--- config.mk ---
export PLATFORM = sky130hd
export DESIGN_NAME = irq_accept_unit
export DESIGN_NICKNAME = d
export VERILOG_FILES = /design/src/rtl/irq_accept_pkg.sv /design/src/rtl/irq_nmi_detect.sv /design/src/rtl/irq_accept_arbiter.sv /design/src/rtl/irq_ctx_regs.sv /design/src/rtl/irq_take_out.sv /design/src/rtl/irq_accept_unit.sv
export SDC_FILE = /design/constraint.sdc
export NUM_CORES = 1
export LEC_CHECK = 0
export BUFFER_PORTS_ARGS = -buffer_cell sky130_fd_sc_hd__buf_2
export CORE_MARGIN = 1.5
export CORE_UTILIZATION = 49
export CTS_BUF_LIST = sky130_fd_sc_hd__clkbuf_4 sky130_fd_sc_hd__clkbuf_8
export DETAILED_ROUTE_END_ITERATION = 7
export GPL_ROUTABILITY_DRIVEN = 1
export PLACE_DENSITY = 0.78
export REMOVE_ABC_BUFFERS = 1
export SETUP_SLACK_MARGIN = 0.4
export SLEW_MARGIN = 20
export SYNTH_ARGS = -nofsm -noshare
export SYNTH_HDL_FRONTEND = slang
export SYNTH_SLANG_ARGS = --single-unit
--- constraint.sdc ---
create_clock -name clk -period 0.8 [get_ports clk]
set_input_delay 0.16 -clock clk [delete_from_list [all_inputs] [get_ports clk]]
set_output_delay 0.16 -clock clk [all_outputs]
set_load 0.05 [all_outputs]
--- src/rtl/irq_accept_pkg.sv ---
package irq_accept_pkg;

  localparam int STAT_W = 2;

  // Status word: bit 0 global enable, bit 1 same-set enable.
  typedef struct packed {
    logic rsie;
    logic gie;
  } stat_t;

  typedef enum logic [1:0] {
    ENT_NONE = 2'd0,
    ENT_MASK = 2'd1,
    ENT_NMI  = 2'd2
  } entry_e;

endpackage

--- src/rtl/irq_nmi_detect.sv ---
module irq_nmi_detect (
  input  logic clk,
  input  logic rst_n,
  input  logic nmi_req,
  input  logic nmi_mode,
  input  logic nmi_taken,
  output logic nmi_want
);

  logic prev_q, prev_d;
  logic pend_q, pend_d;
  logic rise;

  assign rise = nmi_req & ~prev_q;

  always_comb begin
    prev_d = nmi_req;
    pend_d = pend_q;
    if (nmi_taken) begin
      pend_d = 1'b0;
    end else if (rise && !nmi_mode) begin
      pend_d = 1'b1;
    end
  end

  // A held edge or a fresh edge outside NMI mode asks for entry.
  assign nmi_want = pend_q | (rise & ~nmi_mode);

  always_ff @(posedge clk or negedge rst_n) begin
    if (!rst_n) begin
      prev_q <= 1'b0;
      pend_q <= 1'b0;
    end else begin
      prev_q <= prev_d;
      pend_q <= pend_d;
    end
  end

endmodule

--- src/rtl/irq_accept_arbiter.sv ---
module irq_accept_arbiter
  import irq_accept_pkg::*;
#(
  parameter int LVL_W = 6,
  parameter int RS_W  = 3
) (
  input  logic             nmi_want,
  input  logic             block,
  input  stat_t            stat,
  input  logic             mreq_valid,
  input  logic [LVL_W-1:0] mreq_level,
  input  logic [RS_W-1:0]  mreq_rset,
  input  logic [RS_W-1:0]  cur_rset,
  input  logic [LVL_W-1:0] cur_level,
  output entry_e           kind
);

  logic same_set;
  logic lvl_above;
  logic set_ok;
  logic nmi_ok;
  logic mask_ok;

  assign same_set  = (mreq_rset == cur_rset);
  assign lvl_above = (mreq_level > cur_level);
  // The same-set enable gates only requests aimed at the running set.
  assign set_ok    = same_set ? stat.rsie : 1'b1;

  assign nmi_ok  = nmi_want & ~block;
  assign mask_ok = mreq_valid & stat.gie & ~block & lvl_above & set_ok;

  always_comb begin
    if (nmi_ok) begin
      kind = ENT_NMI;
    end else if (mask_ok) begin
      kind = ENT_MASK;
    end else begin
      kind = ENT_NONE;
    end
  end

endmodule

--- src/rtl/irq_ctx_regs.sv ---
module irq_ctx_regs
  import irq_accept_pkg::*;
(
  input  logic   clk,
  input  logic   rst_n,
  input  entry_e kind,
  input  logic   eret,
  input  logic   sw_we,
  input  stat_t  sw_stat,
  output stat_t  stat_q,
  output stat_t  saved_q,
  output logic   nmi_mode_q
);

  stat_t stat_d, saved_d;
  logic  mode_d;
  logic  ctx_en;

  assign ctx_en = (kind != ENT_NONE) | eret | sw_we;

  always_comb begin
    stat_d  = stat_q;
    saved_d = saved_q;
    mode_d  = nmi_mode_q;
    unique case (kind)
      ENT_NMI: begin
        saved_d    = stat_q;
        stat_d.gie = 1'b0;
        mode_d     = 1'b1;
      end
      ENT_MASK: begin
        saved_d    = stat_q;
        stat_d.gie = 1'b0;
        mode_d     = 1'b0;
      end
      default: begin
        if (eret) begin
          stat_d = saved_q;
          mode_d = 1'b0;
        end else if (sw_we) begin
          stat_d = sw_stat;
        end
      end
    endcase
  end

  always_ff @(posedge clk or negedge rst_n) begin
    if (!rst_n) begin
      stat_q     <= '0;
      saved_q    <= '0;
      nmi_mode_q <= 1'b0;
    end else if (ctx_en) begin
      stat_q     <= stat_d;
      saved_q    <= saved_d;
      nmi_mode_q <= mode_d;
    end
  end

endmodule

--- src/rtl/irq_take_out.sv ---
module irq_take_out
  import irq_accept_pkg::*;
#(
  parameter int LVL_W  = 6,
  parameter int RS_W   = 3,
  parameter int NMI_RS = 7
) (
  input  logic             clk,
  input  logic             rst_n,
  input  entry_e           kind,
  input  logic [LVL_W-1:0] mreq_level,
  input  logic [RS_W-1:0]  mreq_rset,
  input  logic [LVL_W-1:0] cur_level,
  output logic             take_q,
  output logic [RS_W-1:0]  rset_q,
  output logic [LVL_W-1:0] level_q
);

  localparam logic [RS_W-1:0] NMI_SET = RS_W'(NMI_RS);

  logic             take_d;
  logic             load_en;
  logic [RS_W-1:0]  rset_d;
  logic [LVL_W-1:0] level_d;

  assign take_d  = (kind != ENT_NONE);
  assign load_en = take_d;

  always_comb begin
    rset_d  = rset_q;
    level_d = level_q;
    if (kind == ENT_NMI) begin
      rset_d  = NMI_SET;
      level_d = cur_level;
    end else if (kind == ENT_MASK) begin
      rset_d  = mreq_rset;
      level_d = mreq_level;
    end
  end

  always_ff @(posedge clk or negedge rst_n) begin
    if (!rst_n) begin
      take_q <= 1'b0;
    end else begin
      take_q <= take_d;
    end
  end

  always_ff @(posedge clk or negedge rst_n) begin
    if (!rst_n) begin
      rset_q  <= '0;
      level_q <= '0;
    end else if (load_en) begin
      rset_q  <= rset_d;
      level_q <= level_d;
    end
  end

endmodule

--- src/rtl/irq_accept_unit.sv ---
module irq_accept_unit
  import irq_accept_pkg::*;
#(
  parameter int LVL_W  = 6,
  parameter int RS_W   = 3,
  parameter int NMI_RS = (1 << RS_W) - 1,
  parameter int SYNC_N = 2
) (
  input  logic              clk,
  input  logic              rst_n,
  input  logic              nmi_req,
  input  logic              mreq_valid,
  input  logic [LVL_W-1:0]  mreq_level,
  input  logic [RS_W-1:0]   mreq_rset,
  input  logic [RS_W-1:0]   cur_rset,
  input  logic [LVL_W-1:0]  cur_level,
  input  logic              sw_we,
  input  logic [STAT_W-1:0] sw_status,
  input  logic              eret,
  output logic              take_irq,
  output logic [RS_W-1:0]   take_rset,
  output logic [LVL_W-1:0]  take_level,
  output logic              nmi_mode,
  output logic [STAT_W-1:0] status
);

  logic [SYNC_N-1:0] rst_pipe;
  logic              rst_s_n;

  // Asynchronous assertion, synchronous release.
  always_ff @(posedge clk or negedge rst_n) begin
    if (!rst_n) begin
      rst_pipe <= '0;
    end else begin
      rst_pipe <= {rst_pipe[SYNC_N-2:0], 1'b1};
    end
  end
  assign rst_s_n = rst_pipe[SYNC_N-1];

  entry_e kind;
  stat_t  stat_q, saved_q;
  logic   nmi_want;
  logic   mode_q;
  logic   take_q;

  irq_nmi_detect u_nmi (
    .clk       (clk),
    .rst_n     (rst_s_n),
    .nmi_req   (nmi_req),
    .nmi_mode  (mode_q),
    .nmi_taken (kind == ENT_NMI),
    .nmi_want  (nmi_want)
  );

  irq_accept_arbiter #(.LVL_W(LVL_W), .RS_W(RS_W)) u_arb (
    .nmi_want   (nmi_want),
    .block      (take_q),
    .stat       (stat_q),
    .mreq_valid (mreq_valid),
    .mreq_level (mreq_level),
    .mreq_rset  (mreq_rset),
    .cur_rset   (cur_rset),
    .cur_level  (cur_level),
    .kind       (kind)
  );

  irq_ctx_regs u_ctx (
    .clk        (clk),
    .rst_n      (rst_s_n),
    .kind       (kind),
    .eret       (eret),
    .sw_we      (sw_we),
    .sw_stat    (stat_t'(sw_status)),
    .stat_q     (stat_q),
    .saved_q    (saved_q),
    .nmi_mode_q (mode_q)
  );

  irq_take_out #(.LVL_W(LVL_W), .RS_W(RS_W), .NMI_RS(NMI_RS)) u_take (
    .clk        (clk),
    .rst_n      (rst_s_n),
    .kind       (kind),
    .mreq_level (mreq_level),
    .mreq_rset  (mreq_rset),
    .cur_level  (cur_level),
    .take_q     (take_q),
    .rset_q     (take_rset),
    .level_q    (take_level)
  );

  logic [STAT_W-1:0] saved_bits;
  logic [1:0]        kind_bits;

  assign saved_bits = saved_q;
  assign kind_bits  = kind;
  assign take_irq   = take_q;
  assign nmi_mode   = mode_q;
  assign status     = stat_q;

endmodule

# == Word level (Yosys, flattened, before mapping) ==
# Index checks and enable logic that the tools add are counted.
# word_totals
ff_bits,19
inputBits,26
out_inout_bits,13
elab_cells,57
# op_classes
order_cmp,1
eq_ne,3
mux,14
bitwise_logic,14
reduce_logical,14
# ops
cell,count
$mux W6,2
$reduce_and A2 Y1,4
$reduce_bool A2 Y1,4
$and A1 B1 Y1,7
$gt A6 B6 Y1,1
$mux W1,6
$mux W2,3
$mux W3,2
$reduce_bool A3 Y1,2
$not A1 Y1,4
$eq A3 B3 Y1,1
$or A1 B1 Y1,3
$reduce_and A3 Y1,1
$eq A2 B1 Y1 const B,1
$eq A2 B2 Y1 const B,1
$pmux W1 S2,1
$reduce_or A2 Y1,1
$logic_and A1 B1 Y1,1
$logic_not A1 Y1,1

# == Longest topological paths before layout ==
# logic_depth
ltp_word,10
ltp_mapped,8
mapped_depth_nobuf,7

# == Cells and area by module ==
# From an unflattened synthesis, not the netlist that was laid out.
# hier_totals
cells_unflattened,110
hier_area_um2,1138.6
# modules_own_cells
module,instances,cells_per_inst,area_each_um2,seq_area_each_um2
irq_take_out,1,45,466.7,250.2
irq_ctx_regs,1,27,309.0,125.1
irq_accept_arbiter,1,28,220.2,0.0
irq_nmi_detect,1,6,75.1,50.0
irq_accept_unit,1,4,67.6,50.0

# == Worst setup path before layout ==
# No wires, ideal clock.
# synth_timing
path_type,register to register
start,reg u_ctx.stat_q[0] (netlist name)
end,reg u_ctx.saved_q[0] (netlist name)
setup_ns,0.128
t_arrival_ns,1.955
t_required_ns,0.672
setup_slack_ns,-1.282
stages_incl_launch_ff,7
path_buffers,1
synth_period_minus_slack_ns,2.082
path_cell_list,dfrtp_1 nand2_1 a311o_1 a311oi_2 or2_1 buf_4 mux2_1
# synth_via
elab_chain_len,10
elab_cells_between_ends,13
classes_between,2 x eq/ne; 2 x mux; 6 x bitwise; 3 x reduce/logical
# synth_rtl
element,line,source
$and A1 B1 Y1 (4 in a row),irq_accept_arbiter.sv:30,assign mask_ok = mreq_valid & stat.gie & ~block & lvl_above & set_ok;
$mux W1,irq_accept_arbiter.sv:35,end else if (mask_ok) begin
$mux W2,irq_accept_arbiter.sv:33,if (nmi_ok) begin
$reduce_bool A2 Y1,-,
named net u_take.load_en,irq_take_out.sv:22,logic load_en;
$or A1 B1 Y1 (2 in a row),irq_ctx_regs.sv:19,assign ctx_en = (kind != ENT_NONE) | eret | sw_we;
$reduce_and A2 Y1 (no line),-,
# The timed path passes the listed nets, and every way through them passes these cells.
# A chain may end at the register's enable or synchronous reset.

# == Worst setup path in the final report ==
# layout_timing
start,reg u_take.take_q
end,reg u_take.rset_q[2]
# layout_via
elab_chain_len,9
elab_cells_between_ends,13
classes_between,2 x eq/ne; 3 x mux; 5 x bitwise; 3 x reduce/logical
# layout_rtl
element,line,source
start: declaration,irq_take_out.sv:14,"output logic take_q,"
start signal: assignment,irq_take_out.sv:45,take_q <= take_d;
$not A1 Y1 (*),"irq_accept_arbiter.sv:29, irq_accept_arbiter.sv:30",
$and A1 B1 Y1 (3 in a row),irq_accept_arbiter.sv:30,
$mux W1,irq_accept_arbiter.sv:35,
$mux W2 (*),irq_accept_arbiter.sv:33,
$eq A2 B2 Y1 or $eq A2 B1 Y1 (tied branches),"irq_take_out.sv:32, irq_take_out.sv:35",
$reduce_bool A2 Y1 (no line),-,
$reduce_and A2 Y1 (no line),-,
end signal: assignment,irq_take_out.sv:54,rset_q <= rset_d;
end: declaration,irq_take_out.sv:15,"output logic [RS_W-1:0] rset_q,"
# Every way passes the cells marked *; elsewhere a longest branch is shown, timed or not.

==> flow_metrics.env <==
export IMPL_synth_compound_area_share_pct=11.9
export IMPL_grt_pass1_vias=847
export IMPL_seqPwrFrac_pct=31.1
export IMPL_finalPower_w=0.00477
export IMPL_net_switching_power_w=0.00203
export IMPL_gp_congestion=0.754
export IMPL_nets=182
export IMPL_clockRootBuffer="clkbuf_4"
export IMPL_start_util_pct=53.9
export IMPL_startpoint="u_take.take_q"
export IMPL_p_comb_share_pct=58.0
export IMPL_insertion_delay_ns=0.30
export IMPL_diodes=0
export IMPL_slowest_delay_ns=0.41
export IMPL_synth_edf_count=0
export IMPL_synthMuxAreaShare_pct=13.7
export IMPL_die_height_um=47.5
export IMPL_wl_mm=2.66
export IMPL_synth_ff_type="dfrtp_1"
export IMPL_hpwl_mm=1.59
export IMPL_hold_violations=0
export IMPL_timing_rr_start="u_take.take_q"
export IMPL_ys_warnings_count=0
export IMPL_clk_path_buf_depth=2
export IMPL_drt_initial_drc_count=15
export IMPL_yosys_register_bits=19
export IMPL_clock_power_share_pct=10.9
export IMPL_start_kind="register"
export IMPL_fin_crit_ns=1.73
export IMPL_synth_top_family_by_area="multiplexers"
export IMPL_row_count=15
export IMPL_vias_per_cell=5.23
export IMPL_worstHoldPathType="primary input to register"
export IMPL_total_leakage_power_nw=0.755
export IMPL_crit_path_cell_trace="a311o_1 -> a311oi_2 -> buf_6 -> mux2i_1 -> nand2_1"
export IMPL_violations="negative setup slack"
export IMPL_fmax_mhz=577
export IMPL_path_delay_family="compound AO/OA/AOI/OAI gates"
export IMPL_final_util_pct=85.9
export IMPL_syn_instance_count=89
export IMPL_grt_pass1_wl_mm=3.64
export IMPL_finalClockSkew_ns=0.00140
export IMPL_cts_sinks=19
export IMPL_status="finished, violations left"
export IMPL_antenna_found_initial=0
export IMPL_fin_area_um2=1550
export IMPL_area_delta_synth_final_pct=59.4
export IMPL_drive_above_1_share_pct=49.0
export IMPL_rsz0062_at_grt="true"
export IMPL_crit_slowest_cell="dfrtp_1"
export IMPL_timing_critical_path_buf_inv=1
export IMPL_fin_ws_ns=-0.933
export IMPL_p_sw_share_pct=42.5
export IMPL_multi_input_area_um2=519
export IMPL_io_buffers=38
export IMPL_pin_count=39
export IMPL_hp_start="nmi_req"
export IMPL_seq_area_um2=475
export IMPL_layout_commonest_cell="buf_2"
export IMPL_clk_pin_slew_worst_paths_ns=0.10
export IMPL_synth_area_um2=971
export IMPL_grt_overflow=0
export IMPL_peakVddDrop_mv=2.08
export IMPL_final_cell_mix="buf_2 (25), dfrtp_1 (19), buf_6 (16), buf_4 (14), mux2i_1 (11)"
export IMPL_holdWs_ns=0.0541
export IMPL_fillers=101
export IMPL_die_area_um2=2260
export IMPL_post_dp_cell_area_um2=1240
export IMPL_dpl_worst_slack_ns=-1.25
export IMPL_setup_viol=29
export IMPL_drc=0
export IMPL_grt_max_degree=18
export IMPL_synth_fa_ha_area_share_pct=7.73
export IMPL_syn_area_per_cell_um2=10.9
export IMPL_first_pass_iters=5
export IMPL_cts_tree="yes"
export IMPL_ys_types=27
export IMPL_slew_viol_final=0
export IMPL_ant_nets=0
export IMPL_vias=910
export IMPL_fin_crit_sh_pct=217
export IMPL_p_per_area_nw_per_um2=3080
export IMPL_end_kind="register"
export IMPL_critPathKind="register to register"
export IMPL_wl_per_cell_um=15.3
export IMPL_maxCapViolCount=0
export IMPL_htreeDepth=1
export IMPL_crit_arrival_ns=1.93
export IMPL_intPower_w=0.00274
export IMPL_yosys_area_share_simple_pct=9.66
export IMPL_grt_usage_pct=24.1
export IMPL_die_width_um=47.5
export IMPL_synth_xor_area_share_pct=2.71
export IMPL_core_area_um2=1800
export IMPL_cts_buffers=3
export IMPL_synth_seq_area_share_pct=49.0
export IMPL_crit_required_ns=0.99
export IMPL_async_reset_ff_share_pct=100
export IMPL_crit_fanout=6
==> metal layers <==
layer	track usage, %	vias up	share of wire, %	routed length (um)
met5	0	-	0	0
met4	11.7	0	2.4	64
met3	3.02	7	4.4	118
li1	-	429	-	-
met2	42.4	38	53	1400
met1	29.0	436	40	1080
==> timing repair <==
item | in CTS | in global routing
hold endpoints to repair | 2 | 0
gates resized for setup | 40 | 11
hold buffers | 1 | 0
pin swaps | 4 | 12
cloned | 0 | 1
setup endpoints to repair | 30 | 47
setup buffers | 5 | 4
==> cells in the mapped netlist, drive strengths merged (2+ instances only) <==
cell type | number | area share (%)
nand2 | 4 | 1.5
dfrtp | 19 | 49
nor2 | 8 | 3.1
buf | 2 | 1.9
ha | 6 | 7.7
mux2i | 11 | 11
mux2 | 2 | 2.3
a21oi | 8 | 4.1
xor2 | 3 | 2.7
o21ai | 4 | 2.1
inv | 7 | 2.7
==> layout make-up <==
| cell class | count | share of cell area [%] |
|---|---|---|
| Tap cell | 25 | 2.02 |
| Clock buffer | 4 | 1.94 |
| Sequential cell | 19 | 30.7 |
| Inverter | 7 | 1.70 |
| Multi-Input combinational cell | 60 | 33.5 |
| Timing Repair Buffer | 59 | 30.1 |
==> cells by family after synthesis <==
kind of cell,after synthesis
AO/OA/AOI/OAI,18
adder cells (fa/ha/maj),6
other,1
buffers and inverters,10
flip-flops,19
multiplexers,13
XOR/XNOR,3
AND/OR/NAND/NOR,19
==> path summary, 6_finish.rpt <==
kind	to	slack, ns	cells past startpoint
max	u_take.rset_q[2]	-0.93	5
min	u_nmi.prev_q	0.05	2
max reg2reg	u_take.rset_q[2]	-0.93	5
min reg2reg	u_take.take_q	0.19	1
max in group asynchronous	u_take.rset_q[1]	0.46	1
min in group asynchronous	rst_pipe[0]	0.17	2
==> registers in the layout, indices dropped and copies added (netlist names) <==
signal,count
rst_pipe,2
u_ctx.nmi_mode_q,1
u_ctx.saved_q,2
u_ctx.stat_q,2
u_nmi.pend_q,1
u_nmi.prev_q,1
u_take.level_q,6
u_take.rset_q,3
u_take.take_q,1
==> power by group through the flow <==
stage          clock [W]  combinational, W  sequential [W]
4_1_cts         0.000527           0.00255         0.00147
3_5_place_dp           0           0.00194         0.00143
3_3_place_gp           0           0.00190         0.00142
2_1_floorplan          0          0.000469         0.00230
6_report        0.000520           0.00276         0.00148
5_1_grt         0.000563           0.00291         0.00152
==> metrics by stage <==
| stage | setup TNS, ns | cells |
|---|---|---|
| after floorplan | -22.64 | 86 |
| after global placement | -17.10 | 159 |
| after detailed placement | -17.96 | 159 |
| after CTS | -15.94 | 169 |
| after global routing | -17.57 | 174 |
| final | -16.51 | 174 |
(Power assumes the default switching activity.)
